[src/rtl/ptimer_pkg.sv]
// Shared constants and register addresses for the interval timer.
// Assumes a four-clock machine cycle and a 16-bit divider.
package ptimer_pkg;
    localparam int DIV_W    = 16;
    localparam int DATA_W   = 8;
    localparam int CTL_W    = 3;
    localparam int CYC_CLKS = 4;
    localparam int N_TAPS   = 4;
    localparam int TAP_POS [N_TAPS] = '{9, 3, 5, 7};

    typedef enum logic [1:0] {
        REG_DIV = 2'd0,
        REG_CNT = 2'd1,
        REG_MOD = 2'd2,
        REG_CTL = 2'd3
    } reg_addr_e;
endpackage

[src/rtl/ptimer_divider.sv]
// Free-running divider. It advances every clock, clears on request,
// and exposes its upper byte and the selectable tap bits.
// Assumes every tap position lies below DIV_W.
module ptimer_divider #(
    parameter int DIV_W  = 16,
    parameter int DATA_W = 8,
    parameter int N_TAPS = 4,
    parameter int TAP_POS [N_TAPS] = '{9, 3, 5, 7}
) (
    input  logic              clk,
    input  logic              rst_n,
    input  logic              clr,
    output logic [DATA_W-1:0] hi_byte,
    output logic [N_TAPS-1:0] taps
);
    logic [DIV_W-1:0] div_q;

    // Advance every clock; a clear request wins.
    always_ff @(posedge clk) begin
        if (!rst_n || clr) div_q <= '0;
        else               div_q <= div_q + 1'b1;
    end

    assign hi_byte = div_q[DIV_W-1 -: DATA_W];

    for (genvar i = 0; i < N_TAPS; i++) begin : g_tap
        assign taps[i] = div_q[TAP_POS[i]];
    end
endmodule

[src/rtl/ptimer_tap_edge.sv]
// Gates the selected tap with the enable and flags its falling edge.
// The tick is high during the clock after the gated signal dropped.
module ptimer_tap_edge #(
    parameter int N_TAPS = 4,
    localparam int SEL_W = $clog2(N_TAPS)
) (
    input  logic              clk,
    input  logic              rst_n,
    input  logic [N_TAPS-1:0] taps,
    input  logic              enable,
    input  logic [SEL_W-1:0]  sel,
    output logic              tick
);
    logic gated;
    logic gated_q;

    assign gated = enable & taps[sel];

    // Remember the previous gated level for edge detection.
    always_ff @(posedge clk) begin
        if (!rst_n) gated_q <= 1'b0;
        else        gated_q <= gated;
    end

    assign tick = gated_q & ~gated;
endmodule

[src/rtl/ptimer_counter.sv]
// Timer counter with modulo register, deferred reload and interrupt pulse.
// A wrap from all-ones by a tick arms a CYC_CLKS-clock window. At its end
// the modulo value is loaded and irq pulses. A counter write cancels it.
module ptimer_counter #(
    parameter int DATA_W   = 8,
    parameter int CYC_CLKS = 4,
    localparam int DLY_W   = (CYC_CLKS > 1) ? $clog2(CYC_CLKS) : 1
) (
    input  logic              clk,
    input  logic              rst_n,
    input  logic              tick,
    input  logic              cnt_wr,
    input  logic              mod_wr,
    input  logic [DATA_W-1:0] wdata,
    output logic [DATA_W-1:0] count_q,
    output logic [DATA_W-1:0] modulo_q,
    output logic              pending_q,
    output logic              irq_q
);
    logic [DLY_W-1:0]  dly_q;
    logic              dly_last;
    logic [DATA_W-1:0] reload_val;

    assign dly_last   = (dly_q == DLY_W'(CYC_CLKS - 1));
    assign reload_val = mod_wr ? wdata : modulo_q;

    // Modulo register: plain software storage.
    always_ff @(posedge clk) begin
        if (!rst_n)      modulo_q <= '0;
        else if (mod_wr) modulo_q <= wdata;
    end

    // Counter, pending flag and interrupt: write > reload > tick.
    always_ff @(posedge clk) begin
        if (!rst_n) begin
            count_q   <= '0;
            pending_q <= 1'b0;
            irq_q     <= 1'b0;
        end else begin
            irq_q <= 1'b0;
            if (cnt_wr) begin
                count_q   <= wdata;
                pending_q <= 1'b0;
            end else if (pending_q && dly_last) begin
                count_q   <= reload_val;
                pending_q <= 1'b0;
                irq_q     <= 1'b1;
            end else if (tick) begin
                count_q <= count_q + 1'b1;
                if (&count_q) pending_q <= 1'b1;
            end
        end
    end

    // Window timer: restarts on a wrap, advances while pending.
    always_ff @(posedge clk) begin
        if (!rst_n)                      dly_q <= '0;
        else if (!pending_q)             dly_q <= '0;
        else if (!dly_last)              dly_q <= dly_q + 1'b1;
    end
endmodule

[src/rtl/ptimer_top.sv]
// Interval timer top: register decode, control register and read mux.
// Assumes one-clock write strobes and a combinational read path.
module ptimer_top
    import ptimer_pkg::*;
(
    input  logic              clk,
    input  logic              rst_n,
    input  logic              bus_wr,
    input  logic [1:0]        bus_addr,
    input  logic [DATA_W-1:0] bus_wdata,
    output logic [DATA_W-1:0] bus_rdata,
    output logic              irq_o
);
    localparam int SEL_W = $clog2(N_TAPS);

    logic              wr_div, wr_cnt, wr_mod, wr_ctl;
    logic [CTL_W-1:0]  ctl_q;
    logic [DATA_W-1:0] div_hi;
    logic [N_TAPS-1:0] taps;
    logic              tick;
    logic [DATA_W-1:0] count_q;
    logic [DATA_W-1:0] modulo_q;
    logic              ovf_pending;

    assign wr_div = bus_wr && (bus_addr == REG_DIV);
    assign wr_cnt = bus_wr && (bus_addr == REG_CNT);
    assign wr_mod = bus_wr && (bus_addr == REG_MOD);
    assign wr_ctl = bus_wr && (bus_addr == REG_CTL);

    // Control register: enable in the top bit, tap select below.
    always_ff @(posedge clk) begin
        if (!rst_n)      ctl_q <= '0;
        else if (wr_ctl) ctl_q <= bus_wdata[CTL_W-1:0];
    end

    ptimer_divider #(
        .DIV_W(DIV_W), .DATA_W(DATA_W), .N_TAPS(N_TAPS), .TAP_POS(TAP_POS)
    ) u_div (
        .clk(clk), .rst_n(rst_n), .clr(wr_div),
        .hi_byte(div_hi), .taps(taps)
    );

    ptimer_tap_edge #(.N_TAPS(N_TAPS)) u_edge (
        .clk(clk), .rst_n(rst_n), .taps(taps),
        .enable(ctl_q[CTL_W-1]), .sel(ctl_q[SEL_W-1:0]), .tick(tick)
    );

    ptimer_counter #(.DATA_W(DATA_W), .CYC_CLKS(CYC_CLKS)) u_cnt (
        .clk(clk), .rst_n(rst_n), .tick(tick),
        .cnt_wr(wr_cnt), .mod_wr(wr_mod), .wdata(bus_wdata),
        .count_q(count_q), .modulo_q(modulo_q),
        .pending_q(ovf_pending), .irq_q(irq_o)
    );

    // Read mux over the four registers.
    always_comb begin
        unique case (bus_addr)
            REG_DIV: bus_rdata = div_hi;
            REG_CNT: bus_rdata = count_q;
            REG_MOD: bus_rdata = modulo_q;
            default: bus_rdata = {{(DATA_W-CTL_W){1'b0}}, ctl_q};
        endcase
    end
endmodule

[config.mk]
export PLATFORM = sky130hd
export DESIGN_NAME = ptimer_top
export DESIGN_NICKNAME = d
export VERILOG_FILES = /design/src/rtl/ptimer_pkg.sv /design/src/rtl/ptimer_divider.sv /design/src/rtl/ptimer_tap_edge.sv /design/src/rtl/ptimer_counter.sv /design/src/rtl/ptimer_top.sv
export SDC_FILE = /design/constraint.sdc
export NUM_CORES = 1
export LEC_CHECK = 0
export BUFFER_PORTS_ARGS = -buffer_cell sky130_fd_sc_hd__buf_2
export CAP_MARGIN = 15
export CORE_MARGIN = 3
export CORE_UTILIZATION = 45
export DETAILED_ROUTE_END_ITERATION = 16
export SETUP_SLACK_MARGIN = 0.1
export SLEW_MARGIN = 15
export SYNTH_ARGS = -nofsm -noshare
export SYNTH_HDL_FRONTEND = slang
export SYNTH_SLANG_ARGS = --single-unit
[constraint.sdc]
create_clock -name clk -period 2.17 [get_ports clk]
set_clock_uncertainty 0.15 [all_clocks]
set_input_delay 0 -clock clk [delete_from_list [all_inputs] [get_ports clk]]
set_output_delay 0 -clock clk [all_outputs]
set_load 0.1 [all_outputs]
[Yosys cells after proc, flatten, opt, wreduce, memory -nomap -nowiden]
Cells that the tools add are included.
W data, S select, Z words.
Word-level totals
  logic and storage cells: 41
  bits in registers: 40
  input port bits: 13
  output and inout bits: 9
Operators by class
  $lt $le $gt $ge: 1
  $add $sub $neg: 3
  equality and inequality tests: 4
  bitwise operators: 4
  reductions and logical operators: 13
  mux-type cells: 8
Operator list (number)
  $mux W8: 4
  $pmux W8 S3: 1
  $add A16 B1 Y16 const B: 1
  $reduce_and A9 Y1: 1
  $add A8 B1 Y8 const B: 1
  $eq A2 B2 Y1 const B: 3
  $logic_and A1 B1 Y1: 5
  $lt A2 B3 Y1 const B: 1
  $reduce_bool A3 Y1: 1
  $reduce_or A3 Y1: 1
  $add A2 B1 Y2 const B: 1
  $and A1 B1 Y1: 2
  $bmux W1 S2: 1
  $eq A2 B1 Y1 const B: 1
  $logic_not A2 Y1: 1
  $mux W1: 2
  $not A1 Y1: 2
  $reduce_and A2 Y1: 1
  $reduce_or A2 Y1: 1
  $logic_not A1 Y1: 1
  $logic_or A1 B1 Y1: 1

[Longest topological paths before layout]
  depth in word-level cells: 8
  depth in mapped cells: 7
  gate-level depth less buffers: 6

[Cells and area by module]
A second synthesis with hierarchy kept.
Second synthesis, totals
  cell total of the unflattened synthesis: 251
  area total of the unflattened synthesis: 2316.0 um2
Modules (own cells, without submodules)
  ptimer_counter: area an instance 1092.3 um2, instances 1, cells an instance 118, seq. area each 400.4 um2
  ptimer_divider: area an instance 807.0 um2, instances 1, cells an instance 90, seq. area each 320.3 um2
  ptimer_top: area an instance 346.6 um2, instances 1, cells an instance 34, seq. area each 60.1 um2
  ptimer_tap_edge: area an instance 70.1 um2, instances 1, cells an instance 9, seq. area each 20.0 um2

[Least setup slack after synthesis]
No wires, ideal clock.
  path kind: flip-flop to output port
  from: register u_cnt.count_q[3]
  to: output bus_rdata[3]
  data arrival time: 2587 ps
  setup slack: -567 ps
  path buffers: 0
  required time: 2020 ps
  stages on the path, launching flop included: 3
  cells stage by stage: dfxtp_1 mux2i_1 o21ai_0
Between the ends
  word-level cells in the longest chain between the ends: 1
RTL lines
  start, declared: RTL line ptimer_counter.sv:15  | output logic [DATA_W-1:0] count_q,
  start signal, assigned: RTL line ptimer_counter.sv:42  | count_q <= wdata;
  start signal, assigned: RTL line ptimer_counter.sv:45  | count_q <= reload_val;
  start signal, assigned: RTL line ptimer_counter.sv:49  | count_q <= count_q + 1'b1;
  $pmux W8 S3: RTL line ptimer_top.sv:57  | unique case (bus_addr)
  end, declared: RTL line ptimer_top.sv:11  | output logic [DATA_W-1:0] bus_rdata,
No other way between the ends.

[Worst setup path in the final report]
  from: register ctl_q[1]
  to: register u_cnt.count_q[4]
Between the ends
  word-level cells in the longest chain between the ends: 6
RTL lines
  start, declared: RTL line ptimer_top.sv:17  | logic [CTL_W-1:0] ctl_q;
  start signal, assigned: RTL line ptimer_top.sv:33  | else if (wr_ctl) ctl_q <= bus_wdata[CTL_W-1:0];
  $bmux W1 S2: RTL line ptimer_tap_edge.sv:17  | assign gated = enable & taps[sel];
  $mux W1 (not written as such): RTL line ptimer_tap_edge.sv:17
  $and A1 B1 Y1: RTL line ptimer_tap_edge.sv:17
  $not A1 Y1: RTL line ptimer_tap_edge.sv:25  | assign tick = gated_q & ~gated;
  $and A1 B1 Y1: RTL line ptimer_tap_edge.sv:25
  $reduce_bool A3 Y1 (no line)
No other way between the ends. The select of a mux whose other input is x is not followed.
A chain may end at the register's enable or synchronous reset.

==> key figures <==
Status
  • Status: finished clean

Setup path
  • Element type at the critical path end: register
  • Crit path cell chain: mux2_4 > a221oi_4 > nor2_1 > a221oi_1 > nor2_1
  • CP Class: register to register
  • CP Max Fanout: 7
  • Crit path largest cell delay: ~0.42 ns
  • Worst Path Buf+Inv: 0
  • Register-to-register setup slack: approximately 0.23 ns
  • Crit path required time: 2.20 ns
  • Slowest CP cell: a221oi_4
  • Most used cell, CP: nor2_1
  • Crit path launch type: register
  • CP top delay family: compound AO/OA/AOI/OAI gates
  • Signal arrival time at the worst endpoint: around 2.0 ns

Power
  • Total power: roughly 1400 uW
  • Max VDD drop: just over 400 uV
  • Sw power: between 300 and 400 uW
  • Leak pwr: roughly 0.00099 uW
  • Cell Pwr Density: about 560 nW/um2
  • Internal: just over 1000 uW
  • Power share of the clock group: 0.335
  • Sequential power share: 0.547
  • Switching portion of total power: 0.2633
  • Logic pwr share: 0.118

Finish
  • Core Util, Final: 0.5550
  • FILL cells: 437
  • Most frequent cells in the layout: 44 x nand2_1, 40 x dfxtp_1, 26 x nor2_1
  • Layout Nets: 303
  • Commonest non-fill, non-tap cell in the layout: nand2_1
  • Cell Count, Final, Fillers Out: between 300 and 400
  • Share of cells above drive strength 1: 0.1463
  • Design Area, Final: 2500 um2
  • Ant. Diodes: 0
  • Layout overhead on the synthesized area: 14.56%

Timing
  • Period Utilization, post-route: 0.8930
  • RSZ-0062 raised after global routing: false
  • Setup_tns: 0 ns
  • Worst slew margin: 0.6758
  • Worst-Margin Slew: a little under 0.5 ns
  • Max-slew violations: 0
  • Minimum clock period: a little under 2 ns
  • Max Clock Freq: roughly 520 MHz
  • Count of final setup violators: 0
  • Final hold vios: 0

Yosys
  • Largest cells by area after synthesis: dfxtp_1 37%, nand2_1 7.6%, nor2_1 4.5%
  • Post-Syn Area: between 2000 and 2500 um2
  • Syn nets: ~270
  • Synthesis-stage register bit count: 40
  • Most used DFF post-synth: dfxtp_1
  • Seq/Total Area, Yosys: 0.3670
  • Post-synth EDFFs: 0
  • Cell count after synthesis: between 200 and 300
  • Distinct cells, synth: 46
  • Yosys synthesis warning count: 0
  • Top cell type by total area after synthesis: dfxtp_1
  • Asr flop ratio synth: 0
  • Post-Syn Area per Cell: ~8.5 um2
  • Post-synth top area share: 0.3670

Clocking
  • CTS buffer count: 5
  • CTS Sinks: 40
  • Cts hold-fix bufs: 12
  • H-tree lvl count: 2
  • Worst-path clk slew: around 0.08 ns
  • Root Driver: clkbuf_8
  • Post-CTS Setup Bufs: 0
  • Longest Clk Path Bufs: 2
  • CTS resizes: 0
  • Clk Latency, worst-skew pair: between 0.2 and 0.3 ns
  • CTS tree: built

Floorplan
  • Die Area: about 5700 um2
  • Initial Util: 0.4844
  • # rows: 24
  • Core Region: between 4000 and 5000 um2
  • Io pins: 22
  • DIE WIDTH: 75.64 um
  • Die height: between 70 and 80 um

Global route
  • Largest net degree at the start of global routing: 22
  • Initial antenna violation count: 0
  • First-pass GRT wire length: roughly 8600 um
  • Vias in the first global route: ~1800
  • GRT Total Usage: 0.2008
  • Total global routing overflow: 0

Route
  • Drt drc: 0
  • Vias per cell: about 5.5
  • First-pass DRT Iterations: 4
  • Vias: roughly 1900
  • Overall routed net length: 5148 um
  • Iter 0 DRT Violations: 46
  • DR WL/cell: 15.19 um
  • Routed Antenna Nets: 0

Placement
  • HPWL after detailed placement: 3676 um
  • Dpl cell area: roughly 2300 um2
  • Placer Congestion: roughly 0.9
  • # port buffers: 21
  • Placed Cells: 320

Run
  • Max-Cap Viols: 0

Worst hold path
  • Worst min-delay path class: primary input to register
==> registers in the layout, summed over array words and instances (netlist names) <==
register,count
ctl_q,3
u_cnt.pending_q,1
u_edge.gated_q,1
u_cnt.irq_q,1
u_cnt.modulo_q,8
u_div.div_q,16
u_cnt.count_q,8
u_cnt.dly_q,2
==> final timing paths <==
check | from | endpoint | depth (start not counted)
max | ctl_q[1] | u_cnt.count_q[4] | 5
min | bus_addr[1] | u_div.div_q[1] | 4
max reg2reg | ctl_q[1] | u_cnt.count_q[4] | 5
min reg2reg | u_div.div_q[0] | u_div.div_q[0] | 1
==> cells by family after synthesis <==
logic type,synth area share
buffers and inverters,0.03841
multiplexers,0.08773
flip-flops,0.3670
AO/OA/AOI/OAI,0.1737
adder cells (fa/ha/maj),0.01720
AND/OR/NAND/NOR,0.2477
XOR/XNOR,0.06824
==> power by group through the flow <==
stage	sequential [uW]	clock, uW	combinational, uW
after floorplan	778	0	114
after global placement	783	0	150
after detailed placement	783	0	150
after CTS	766	489	166
after global routing	768	515	183
final	767	470	166
==> metrics by stage <==
step / hold slack, ns / setup WS [ns]
3_3_place_gp: 0.1233 / 0.3150
6_report: 0.1986 / 0.2321
3_5_place_dp: 0.1300 / 0.2771
2_1_floorplan: -0.006133 / 0.1869
5_1_grt: 0.2209 / 0.1210
4_1_cts: 0.1869 / 0.2556
==> metal layers <==
metal / global-route usage / vias up / wire (um)
li1: - / 965 / -
met4: 0.08350 / 0 / 111
met1: 0.2697 / 866 / 2440
met2: 0.3135 / 37 / 2405
met3: 0.04222 / 12 / 190
met5: 0 / - / 0
==> cell usage after synthesis (2+ instances only) <==
| cell | n |
|---|---|
| nand4_1 | 3 |
| buf_6 | 2 |
| a21oi_1 | 9 |
| xnor2_1 | 8 |
| mux2_4 | 2 |
| and3_1 | 5 |
| xor2_1 | 9 |
| a21boi_1 | 2 |
| dfxtp_1 | 40 |
| nor2b_1 | 6 |
| nand3b_1 | 2 |
| clkbuf_1 | 4 |
| nor4_1 | 2 |
| o21ai_0 | 16 |
| ha_1 | 3 |
| nor2_1 | 26 |
| nand2_1 | 44 |
| and3b_2 | 2 |
| nand3_1 | 12 |
| a21boi_0 | 8 |
| buf_2 | 5 |
| nor3_1 | 5 |
| mux2i_1 | 9 |
| o221ai_1 | 2 |
| a22oi_1 | 4 |
| mux4_2 | 2 |
| o221a_2 | 2 |
| o211ai_1 | 2 |
| and2_1 | 3 |
==> worst reg2reg max path: cells and delay by family (launching register included) <==
family,cells,cell delay (ns)
and+or+nand+nor,2,0.26
muxes,1,0.34
AOI/OAI and AO/OA,2,0.68
DFF,1,0.40
==> final cells by class <==
class / instances / area, um2 / share of cell area
clock buffers: 6 / 72.57 / 0.02903
clock inverters: 1 / 5.005 / 0.002002
inverters: 1 / 3.754 / 0.001502
multi-input cells: 202 / 1297 / 0.5190
flip-flops and latches: 40 / 800.8 / 0.3203
well taps: 52 / 65.06 / 0.02603
repair buffers: 37 / 255.2 / 0.1021
Power figures use the tool's default switching activity.
